==> config.mk <==
export PLATFORM = sky130hd
export DESIGN_NAME = fbr_read_if
export DESIGN_NICKNAME = d
export VERILOG_FILES = /design/src/rtl/fbr_pkg.sv /design/src/rtl/fbr_array.sv /design/src/rtl/fbr_front.sv /design/src/rtl/fbr_burst_seq.sv /design/src/rtl/fbr_read_if.sv
export SDC_FILE = /design/constraint.sdc
export NUM_CORES = 1
export LEC_CHECK = 0
export BUFFER_PORTS_ARGS = -buffer_cell sky130_fd_sc_hd__buf_2
export CAP_MARGIN = 40
export CORE_MARGIN = 1
export CORE_UTILIZATION = 50
export DETAILED_ROUTE_END_ITERATION = 7
export PLACE_DENSITY = 0.76
export SLEW_MARGIN = 0
export SYNTH_ARGS = -nofsm -noshare
export SYNTH_HDL_FRONTEND = slang
export SYNTH_SLANG_ARGS = --single-unit
==> constraint.sdc <==
create_clock -name clk -period 7.1 [get_ports clk]
set_input_delay 1.42 -clock clk [delete_from_list [all_inputs] [get_ports clk]]
set_output_delay 1.42 -clock clk [all_outputs]
set_load 0.005 [all_outputs]
==> src/rtl/fbr_pkg.sv <==
package fbr_pkg;

   typedef struct packed {
      logic       sync_en;
      logic       wait_early;
      logic       edge_rise;
      logic [1:0] blen;
      logic [2:0] lat;
   } fbr_cfg_t;

   localparam int unsigned CFG_W = $bits(fbr_cfg_t);

   function automatic logic [2:0] eff_latency(input logic [2:0] code);
      return (code < 3'd2) ? 3'd2 : code;
   endfunction

   function automatic logic [3:0] burst_last(input logic [1:0] code);
      case (code)
         2'd0:    return 4'd3;
         2'd1:    return 4'd7;
         default: return 4'd15;
      endcase
   endfunction

   function automatic logic is_continuous(input logic [1:0] code);
      return code == 2'd3;
   endfunction

endpackage

==> src/rtl/fbr_array.sv <==
module fbr_array #(
   parameter int unsigned AW   = 8,
   parameter int unsigned DW   = 16,
   parameter int unsigned SEED = 32'h0000_A5C3,
   parameter int unsigned MULT = 40503
) (
   input  logic [AW-1:0] raddr,
   output logic [DW-1:0] rdata
);
   localparam int unsigned DEPTH = 1 << AW;

   logic [DW-1:0] words [DEPTH];

   for (genvar i = 0; i < DEPTH; i++) begin : g_word
      localparam int unsigned PROD = i * MULT;
      localparam logic [31:0] PV   = PROD;
      localparam logic [31:0] SV   = SEED;
      assign words[i] = PV[DW-1:0] ^ SV[DW-1:0];
   end

   assign rdata = words[raddr];
endmodule

==> src/rtl/fbr_front.sv <==
module fbr_front #(
   parameter int unsigned AW = 8
) (
   input  logic          clk,
   input  logic          rst_n,
   input  logic          ce_n,
   input  logic          le_n,
   input  logic          kclk,
   input  logic          cfg_wr,
   input  logic          sync_en,
   input  logic          edge_rise,
   input  logic [AW-1:0] addr,
   output logic [AW-1:0] addr_q,
   output logic          armed,
   output logic          kedge
);
   logic k_prev, ce_prev_n, le_prev_n;
   logic k_rise, k_fall, ce_fall, le_fall;

   always_ff @(posedge clk or negedge rst_n) begin
      if (!rst_n) begin
         k_prev    <= 1'b0;
         ce_prev_n <= 1'b0;
         le_prev_n <= 1'b0;
      end else begin
         k_prev    <= kclk;
         ce_prev_n <= ce_n;
         le_prev_n <= le_n;
      end
   end

   assign k_rise  = kclk & ~k_prev;
   assign k_fall  = ~kclk & k_prev;
   assign ce_fall = ce_prev_n & ~ce_n;
   assign le_fall = le_prev_n & ~le_n;

   // transparent-while-low address latch, sampled by the system clock
   always_ff @(posedge clk or negedge rst_n) begin
      if (!rst_n)      addr_q <= '0;
      else if (!le_n)  addr_q <= addr;
   end

   always_ff @(posedge clk or negedge rst_n) begin
      if (!rst_n)                  armed <= 1'b0;
      else if (ce_fall || le_fall) armed <= 1'b1;
   end

   assign kedge = sync_en & ~cfg_wr & ~ce_n & (edge_rise ? k_rise : k_fall);
endmodule

==> src/rtl/fbr_burst_seq.sv <==
module fbr_burst_seq
   import fbr_pkg::*;
#(
   parameter int unsigned AW = 8
) (
   input  logic          clk,
   input  logic          rst_n,
   input  logic          ce_n,
   input  logic          le_n,
   input  logic          kedge,
   input  fbr_cfg_t      cfg,
   input  logic [AW-1:0] addr,
   output logic [AW-1:0] bptr,
   output logic          wait_raw,
   output logic          active,
   output logic          done,
   output logic          start,
   output logic          adv,
   output logic [2:0]    wcnt
);
   logic [3:0] beat;
   logic [2:0] lat_eff;
   logic [3:0] last_beat;
   logic       cont;
   logic       tick;
   logic       at_last;

   assign lat_eff   = eff_latency(cfg.lat);
   assign last_beat = burst_last(cfg.blen);
   assign cont      = is_continuous(cfg.blen);

   assign start   = kedge & ~le_n;
   assign tick    = kedge & le_n & active;
   assign at_last = ~cont & (beat == last_beat);
   assign adv     = tick & (wcnt == 3'd0) & ~done & ~at_last;

   always_ff @(posedge clk or negedge rst_n) begin
      if (!rst_n) begin
         active <= 1'b0;
         done   <= 1'b0;
         wcnt   <= 3'd0;
         beat   <= 4'd0;
         bptr   <= '0;
      end else if (ce_n || !cfg.sync_en) begin
         active <= 1'b0;
         done   <= 1'b0;
      end else if (start) begin
         active <= 1'b1;
         done   <= 1'b0;
         wcnt   <= lat_eff;
         beat   <= 4'd0;
         bptr   <= addr;
      end else if (tick) begin
         if (wcnt != 3'd0) begin
            wcnt <= wcnt - 3'd1;
         end else if (!done) begin
            if (at_last) begin
               done <= 1'b1;
            end else begin
               bptr <= bptr + 1'b1;
               beat <= beat + 4'd1;
            end
         end
      end
   end

   logic wait_norm, wait_adv;
   assign wait_norm = ~active | (wcnt != 3'd0) | done;
   assign wait_adv  = ~active | (wcnt > 3'd1) | done | ((wcnt == 3'd0) & at_last);
   assign wait_raw  = cfg.wait_early ? wait_adv : wait_norm;
endmodule

==> src/rtl/fbr_read_if.sv <==
module fbr_read_if
   import fbr_pkg::*;
#(
   parameter int unsigned AW   = 8,
   parameter int unsigned DW   = 16,
   parameter int unsigned SEED = 32'h0000_A5C3
) (
   input  logic          clk,
   input  logic          rst_n,
   input  logic          ce_n,
   input  logic          oe_n,
   input  logic          le_n,
   input  logic          kclk,
   input  logic          cfg_wr,
   input  logic [AW-1:0] addr,
   output logic [DW-1:0] dq_out,
   output logic          dq_oe,
   output logic          wait_o,
   output logic          wait_oe
);
   if (AW < CFG_W || AW > 12) begin : g_bad_aw
      $error("fbr_read_if: AW must be between CFG_W and 12");
   end
   if (DW < 8 || DW > 32) begin : g_bad_dw
      $error("fbr_read_if: DW must be between 8 and 32");
   end

   fbr_cfg_t      cfg;
   logic [AW-1:0] addr_q;
   logic [AW-1:0] bptr;
   logic [AW-1:0] rd_addr;
   logic          armed, kedge;
   logic          wait_raw, seq_active, seq_done, seq_start, seq_adv;
   logic [2:0]    seq_wcnt;

   always_ff @(posedge clk or negedge rst_n) begin
      if (!rst_n)                cfg <= '0;
      else if (cfg_wr && !ce_n)  cfg <= fbr_cfg_t'(addr[CFG_W-1:0]);
   end

   fbr_front #(.AW(AW)) u_front (
      .clk       (clk),
      .rst_n     (rst_n),
      .ce_n      (ce_n),
      .le_n      (le_n),
      .kclk      (kclk),
      .cfg_wr    (cfg_wr),
      .sync_en   (cfg.sync_en),
      .edge_rise (cfg.edge_rise),
      .addr      (addr),
      .addr_q    (addr_q),
      .armed     (armed),
      .kedge     (kedge)
   );

   fbr_burst_seq #(.AW(AW)) u_seq (
      .clk      (clk),
      .rst_n    (rst_n),
      .ce_n     (ce_n),
      .le_n     (le_n),
      .kedge    (kedge),
      .cfg      (cfg),
      .addr     (addr),
      .bptr     (bptr),
      .wait_raw (wait_raw),
      .active   (seq_active),
      .done     (seq_done),
      .start    (seq_start),
      .adv      (seq_adv),
      .wcnt     (seq_wcnt)
   );

   assign rd_addr = cfg.sync_en ? bptr : addr_q;

   fbr_array #(.AW(AW), .DW(DW), .SEED(SEED)) u_array (
      .raddr (rd_addr),
      .rdata (dq_out)
   );

   logic drive_ok;
   assign drive_ok = rst_n & ~ce_n & ~oe_n;
   assign dq_oe    = drive_ok & armed;
   assign wait_oe  = drive_ok;
   assign wait_o   = cfg.sync_en & wait_raw;
endmodule

==> impl_metrics.env, run 1 <==
export IMPL_outcome="completed"
export IMPL_antenna_found_initial=0
export IMPL_h_tree_depth=2
export IMPL_p_leak_nw=2.12
export IMPL_fin_setup_tns_ns=0
export IMPL_drt_iter0_markers=1320
export IMPL_final_layout_size_suffix_gt1_share_pct=13.3
export IMPL_synth_cells=773
export IMPL_cts_tree="yes"
export IMPL_grt_setup_unrepaired="false"
export IMPL_die_width_um=107
export IMPL_routed_wl_um=20200
export IMPL_switchingPower_mw=1.03
export IMPL_num_fill_cells=1006
export IMPL_critical_path_buf_inv_count=2
export IMPL_power_density_nw_per_um2=326
export IMPL_fmax_mhz=182
export IMPL_required_ns=5.68
export IMPL_syn_area_per_cell_um2=7.12
export IMPL_via_per_inst=7.41
export IMPL_wire_per_inst_um=22.9
export IMPL_cellInternalPower_uw=817
export IMPL_synth_async_sr_flop_share_pct=100
export IMPL_die_y_um=107
export IMPL_rows=37
export IMPL_nets=776
export IMPL_clkSinkCount=37
export IMPL_core_um2=10500
export IMPL_seq_power_share_pct=16.6
export IMPL_crit_type="reg -> out"
export IMPL_synth_top_cell_area_share_pct=16.8
export IMPL_finalCritPeriodShare_pct=77.4
export IMPL_numCtsBuffers=5
export IMPL_arrival_ns=4.08
export IMPL_dp_final_hpwl_um=13700
export IMPL_path_common_cell="a32oi_1"
export IMPL_io_pins=34
export IMPL_worstSkewPairLatency_ns=0.30
export IMPL_period_minus_slack_ns=5.50
export IMPL_worstPathCellList="mux2i_4 > inv_2 > ha_1 > nand2_1 > a32oi_1 > o21ai_0 > nor2_1 > a2111oi_2 > o31ai_1 > a32oi_1 > buf_2"
export IMPL_final_hold_viol_count=0
export IMPL_start_util_pct=52.4
export IMPL_cts_resized=0
export IMPL_grt_usage_pct=36.0
export IMPL_dieArea_um2=11400
export IMPL_drv_cap=0
export IMPL_worst_pin_slew_ns=0.954
export IMPL_clock_skew_ns=0.0164
export IMPL_syn_area_um2=5500
export IMPL_yosysWarnings=0
export IMPL_max_stage_delay_ns=0.77
export IMPL_cp_end_kind="primary output"
export IMPL_grt_max_degree=55
export IMPL_syn_num_nets=804
export IMPL_worst_ir_drop_vdd_uv=231
export IMPL_grt_pass1_vias=5988
export IMPL_gp_congestion=0.947
export IMPL_swShare_pct=55.7
export IMPL_dr_pass1_iters=6
export IMPL_crit_fanout=21
export IMPL_synth_edff_count=0
export IMPL_synth_distinct_cells=76
export IMPL_numPortBuffers=33
export IMPL_whs_ns=0.487
export IMPL_multi_input_area_um2=4100
export IMPL_critPathSlowestCell="mux2i_4"
export IMPL_cp_top_family="compound AO/OA/AOI/OAI gates"
export IMPL_pwr_share_clk_pct=9.9
export IMPL_seq_area_um2=927
export IMPL_slew_violations=0
export IMPL_ys_seq_area_share_pct=16.8
export IMPL_clk_path_buf_depth=2
export IMPL_hp_class="reg -> reg"
export IMPL_syn2layout_area_growth_pct=2.71
export IMPL_slew_headroom_pct=36.4
export IMPL_synth_area_leaders="dfrtp_1 17%, a21oi_1 7.5%, nand2_1 6.8%, o21ai_0 4.8%, nor2_1 4.6%"
export IMPL_grt_pass1_wl_um=32500
export IMPL_hold_buffers=0
export IMPL_diodes=0
export IMPL_yosys_area_top_type="dfrtp_1"
export IMPL_via_count=6538
export IMPL_cts_setup_buffers=0
export IMPL_overflow=0
export IMPL_combPwrFrac_pct=73.5
export IMPL_path_clk_slew_ns=0.09
export IMPL_cp_start_kind="flop"
export IMPL_setup_violations=0
export IMPL_synth_top_flop_cell="dfrtp_1"
export IMPL_postRouteAntennaNets=0
export IMPL_synth_seq_cells=37
export IMPL_drc=0
export IMPL_cts_root_buf="clkbuf_8"
==> registers in the layout, indices dropped and copies added (netlist names) <==
name and cells:
u_front.armed 1, u_seq.beat 4, u_front.addr_q 8, u_front.k_prev 1, u_seq.bptr 8, u_front.le_prev_n 1, u_front.ce_prev_n 1, cfg 8
u_seq.done 1, u_seq.active 1, u_seq.wcnt 3
==> cells by family after synthesis <==
| group | synth area share, % |
|---|---|
| AOI/OAI and AO/OA | 38.4 |
| xor gates and xnor gates | 1.57 |
| adders and majority gates | 3.64 |
| buffers and inverters | 8.96 |
| DFF | 16.8 |
| muxes | 8.89 |
| and+or+nand+nor | 21.7 |
==> synthesized netlist by cell type (all sizes together) (20+ instances only) <==
cell type / count
nor2: 70
mux2: 21
a211oi: 27
o21ai: 60
mux2i: 20
buf: 57
a21oi: 82
clkbuf: 24
nand3: 23
dfrtp: 37
nand2: 101
nor3: 20
==> power groups by stage <==
stage               logic, mW  registers (mW)  clock network, mW
floorplan               0.991           0.265                  0
global placement         1.28           0.306                  0
detailed placement       1.29           0.308                  0
CTS                      1.30           0.304              0.187
global route             1.45           0.313              0.196
finish                   1.36           0.306              0.182
==> cell type report <==
cell class                      count  share of cell area, %
Sequential cell                    37                   16.4
Timing Repair Buffer               46                   5.07
Tap cell                          136                   3.01
Clock inverter                      3                  0.819
Clock buffer                        5                   1.22
Inverter                           13                  0.863
Multi-Input combinational cell    642                   72.6
==> path summary, 6_finish.rpt <==
kind | startpoint | to | slack, ns | cells after the start
max | cfg[7]$_DFFE_PN0P_ | dq_out[8] | 1.60 | 11
min | u_front.armed$_DFFE_PN0P_ | u_front.armed$_DFFE_PN0P_ | 0.49 | 1
max reg2reg | cfg[7]$_DFFE_PN0P_ | u_seq.beat[3]$_DFFE_PN0P_ | 3.94 | 8
min reg2reg | u_front.armed$_DFFE_PN0P_ | u_front.armed$_DFFE_PN0P_ | 0.49 | 1
max in group asynchronous | rst_n | cfg[7]$_DFFE_PN0P_ | 5.32 | 1
min in group asynchronous | rst_n | u_seq.beat[0]$_DFFE_PN0P_ | 1.21 | 1
==> through the flow <==
| step | total power [mW] | area, um^2 | setup WS [ns] | util, % | cells |
|---|---|---|---|---|---|
| after global routing | 1.96 | 5650 | 1.35 | 53.8 | 882 |
| after CTS | 1.79 | 5650 | 1.70 | 53.8 | 882 |
| final | 1.84 | 5650 | 1.60 | 53.8 | 882 |
| after global placement | 1.58 | 5480 | 1.62 | 52.2 | 870 |
| after floorplan | 1.26 | 5500 | 2.94 | - | 773 |
| after detailed placement | 1.60 | 5540 | 2.04 | 52.7 | 874 |
==> placed cells by master (no fill, tap or decap), types with 6 or more instances in the layout <==
cell type and count:
buf_2 33, a22oi_1 6, a211oi_1 26, nor2_1 67, a311oi_1 8, o2111ai_1 7, o31ai_1 8, mux2_2 19
and2_1 9, dfrtp_1 36, a31oi_1 17, mux2i_1 13, nor3_1 20, o21ai_0 52, a221oi_1 7, a32oi_1 7
ha_1 16, o21ai_1 7, a21oi_1 82, o211ai_1 13, o22ai_1 11, inv_1 11, nand2_1 100, buf_4 9
nand3_1 23, nand2b_1 10, o221ai_1 12
==> layer usage <==
| metal | vias to the layer above | GRT usage, % | share of wire (%) |
|---|---|---|---|
| li1 | 2878 | - | - |
| met1 | 2993 | 49.9 | 40 |
| met2 | 560 | 53.2 | 43 |
| met3 | 107 | 8.63 | 13 |
| met4 | 0 | 15.3 | 4.1 |
| met5 | - | 0 | 0 |
No activity file was read; power rests on OpenSTA's default activity.
==> inputs of run 2 (changes only) <==
==> constraint.sdc (replaced) <==
create_clock -name clk -period 5.25 [get_ports clk]
set_input_delay 1.05 -clock clk [delete_from_list [all_inputs] [get_ports clk]]
set_output_delay 1.05 -clock clk [all_outputs]
set_load 0.005 [all_outputs]
==> impl_metrics.env, run 2 (synthesis gave the netlist of run 1 again) <==
export IMPL_outcome="completed"
export IMPL_clock_skew_ns=0.00442
export IMPL_slew_violations=0
export IMPL_final_hold_viol_count=0
export IMPL_required_ns=4.20
export IMPL_mostFrequentLayoutCells="100 x nand2_1, 82 x a21oi_1, 67 x nor2_1, 52 x o21ai_0, 36 x dfrtp_1"
export IMPL_syn2layout_area_growth_pct=2.80
export IMPL_hold_buffers=0
export IMPL_switchingPower_mw=1.36
export IMPL_pwr_share_clk_pct=7.9
export IMPL_die_width_um=107
export IMPL_worst_pin_slew_ns=0.973
export IMPL_via_per_inst=7.30
export IMPL_cts_root_buf="clkbuf_8"
export IMPL_grt_setup_unrepaired="false"
export IMPL_h_tree_depth=2
export IMPL_worst_ir_drop_vdd_uv=234
export IMPL_crit_type="reg -> out"
export IMPL_cts_resized=0
export IMPL_num_fill_cells=993
export IMPL_dp_cells=883
export IMPL_via_count=6503
export IMPL_io_pins=34
export IMPL_arrival_ns=3.83
export IMPL_grt_usage_pct=35.3
export IMPL_swShare_pct=56.0
export IMPL_clk_path_buf_depth=2
export IMPL_hp_class="reg -> reg"
export IMPL_dr_pass1_iters=7
export IMPL_power_density_nw_per_um2=428
export IMPL_grt_pass1_wl_um=32000
export IMPL_combPwrFrac_pct=75.5
export IMPL_gp_congestion=1.00
export IMPL_setup_violations=0
export IMPL_nets=785
export IMPL_rows=37
export IMPL_start_util_pct=52.4
export IMPL_cp_end_kind="primary output"
export IMPL_drc=0
export IMPL_dp_final_hpwl_um=13500
export IMPL_wire_per_inst_um=22.2
export IMPL_drt_iter0_markers=924
export IMPL_cts_tree="yes"
export IMPL_grt_pass1_vias=6080
export IMPL_core_um2=10500
export IMPL_drv_cap=0
export IMPL_numPortBuffers=33
export IMPL_antenna_found_initial=1
export IMPL_clkSinkCount=37
export IMPL_p_leak_nw=2.14
export IMPL_final_layout_size_suffix_gt1_share_pct=13.9
export IMPL_cp_start_kind="flop"
export IMPL_reg2regPathDepth=8
export IMPL_cts_setup_buffers=0
export IMPL_routed_wl_um=19800
export IMPL_worstSkewPairLatency_ns=0.29
export IMPL_fmax_mhz=205
export IMPL_whs_path_depth=1
export IMPL_stdcell_count=891
export IMPL_dieArea_um2=11400
export IMPL_largestRegisters="cfg: 8 flops, u_front.addr_q: 8 flops, u_seq.bptr: 8 flops"
export IMPL_grt_max_degree=53
export IMPL_die_y_um=107
export IMPL_seq_power_share_pct=16.6
export IMPL_path_clk_slew_ns=0.07
export IMPL_slew_headroom_pct=35.2
export IMPL_postRouteAntennaNets=0
export IMPL_numCtsBuffers=5
export IMPL_finalCritPeriodShare_pct=93.0
export IMPL_final_common_cell="nand2_1"
export IMPL_overflow=0
export IMPL_period_minus_slack_ns=4.88
export IMPL_crit_fanout=48
export IMPL_cellInternalPower_mw=1.06
export IMPL_diodes=0
export IMPL_fin_setup_tns_ns=0
## run 2: path summary, 6_finish.rpt
path	to	from	slack (ns)
min reg2reg	u_front.armed$_DFFE_PN0P_	u_front.armed$_DFFE_PN0P_	0.49
max	dq_out[8]	cfg[7]$_DFFE_PN0P_	0.37
min	u_front.armed$_DFFE_PN0P_	u_front.armed$_DFFE_PN0P_	0.49
min in group asynchronous	u_seq.wcnt[1]$_DFFE_PN0P_	rst_n	0.79
max reg2reg	u_seq.beat[3]$_DFFE_PN0P_	cfg[7]$_DFFE_PN0P_	2.12
max in group asynchronous	cfg[7]$_DFFE_PN0P_	rst_n	4.10
## run 2: power groups by stage
stage / registers, mW / clock network, mW / logic [mW]
6_report: 0.401 / 0.191 / 1.83
5_1_grt: 0.411 / 0.208 / 1.96
4_1_cts: 0.399 / 0.194 / 1.75
3_5_place_dp: 0.404 / 0 / 1.74
3_3_place_gp: 0.401 / 0 / 1.73
2_1_floorplan: 0.359 / 0 / 1.34
## run 2: layer usage
| metal | up-vias | global-route usage (%) | part of all wire, % |
|---|---|---|---|
| met5 | - | 0 | 0.056 |
| met4 | 2 | 16.2 | 4.4 |
| met3 | 99 | 9.00 | 13 |
| met2 | 528 | 52.3 | 43 |
| met1 | 2979 | 47.9 | 39 |
| li1 | 2895 | - | - |
## run 2: layout make-up
| cell class | count | area, um^2 | area share (%) |
|---|---|---|---|
| multi-input cells | 642 | 4100 | 72.5 |
| flip-flops and latches | 37 | 927 | 16.4 |
| repair buffers | 55 | 330 | 5.84 |
| well taps | 136 | 170 | 3.01 |
| clock buffers | 8 | 80.1 | 1.42 |
| inverters | 13 | 48.8 | 0.863 |
## run 2: metrics by stage
stage | setup WS, ns | cell area, um^2 | power (mW) | hold WS, ns | util [%]
global route | 0.238 | 5660 | 2.58 | 0.510 | 53.8
detailed placement | 0.888 | 5580 | 2.15 | 0.478 | 53.1
finish | 0.370 | 5660 | 2.42 | 0.491 | 53.8
floorplan | 1.46 | 5500 | 1.70 | 0.439 | -
global placement | 0.895 | 5580 | 2.13 | 0.464 | 53.1
CTS | 0.563 | 5660 | 2.34 | 0.494 | 53.8
## run 2: critical path, cell delays in order (launching register included)
cell and delay, ns:
dfrtp_2 0.60, buf_4 0.54, mux2i_4 0.85, nor2_1 0.38, o21ai_0 0.17, nor2_1 0.08
a2111oi_2 0.37, o31ai_1 0.15, a32oi_1 0.23, buf_2 0.14
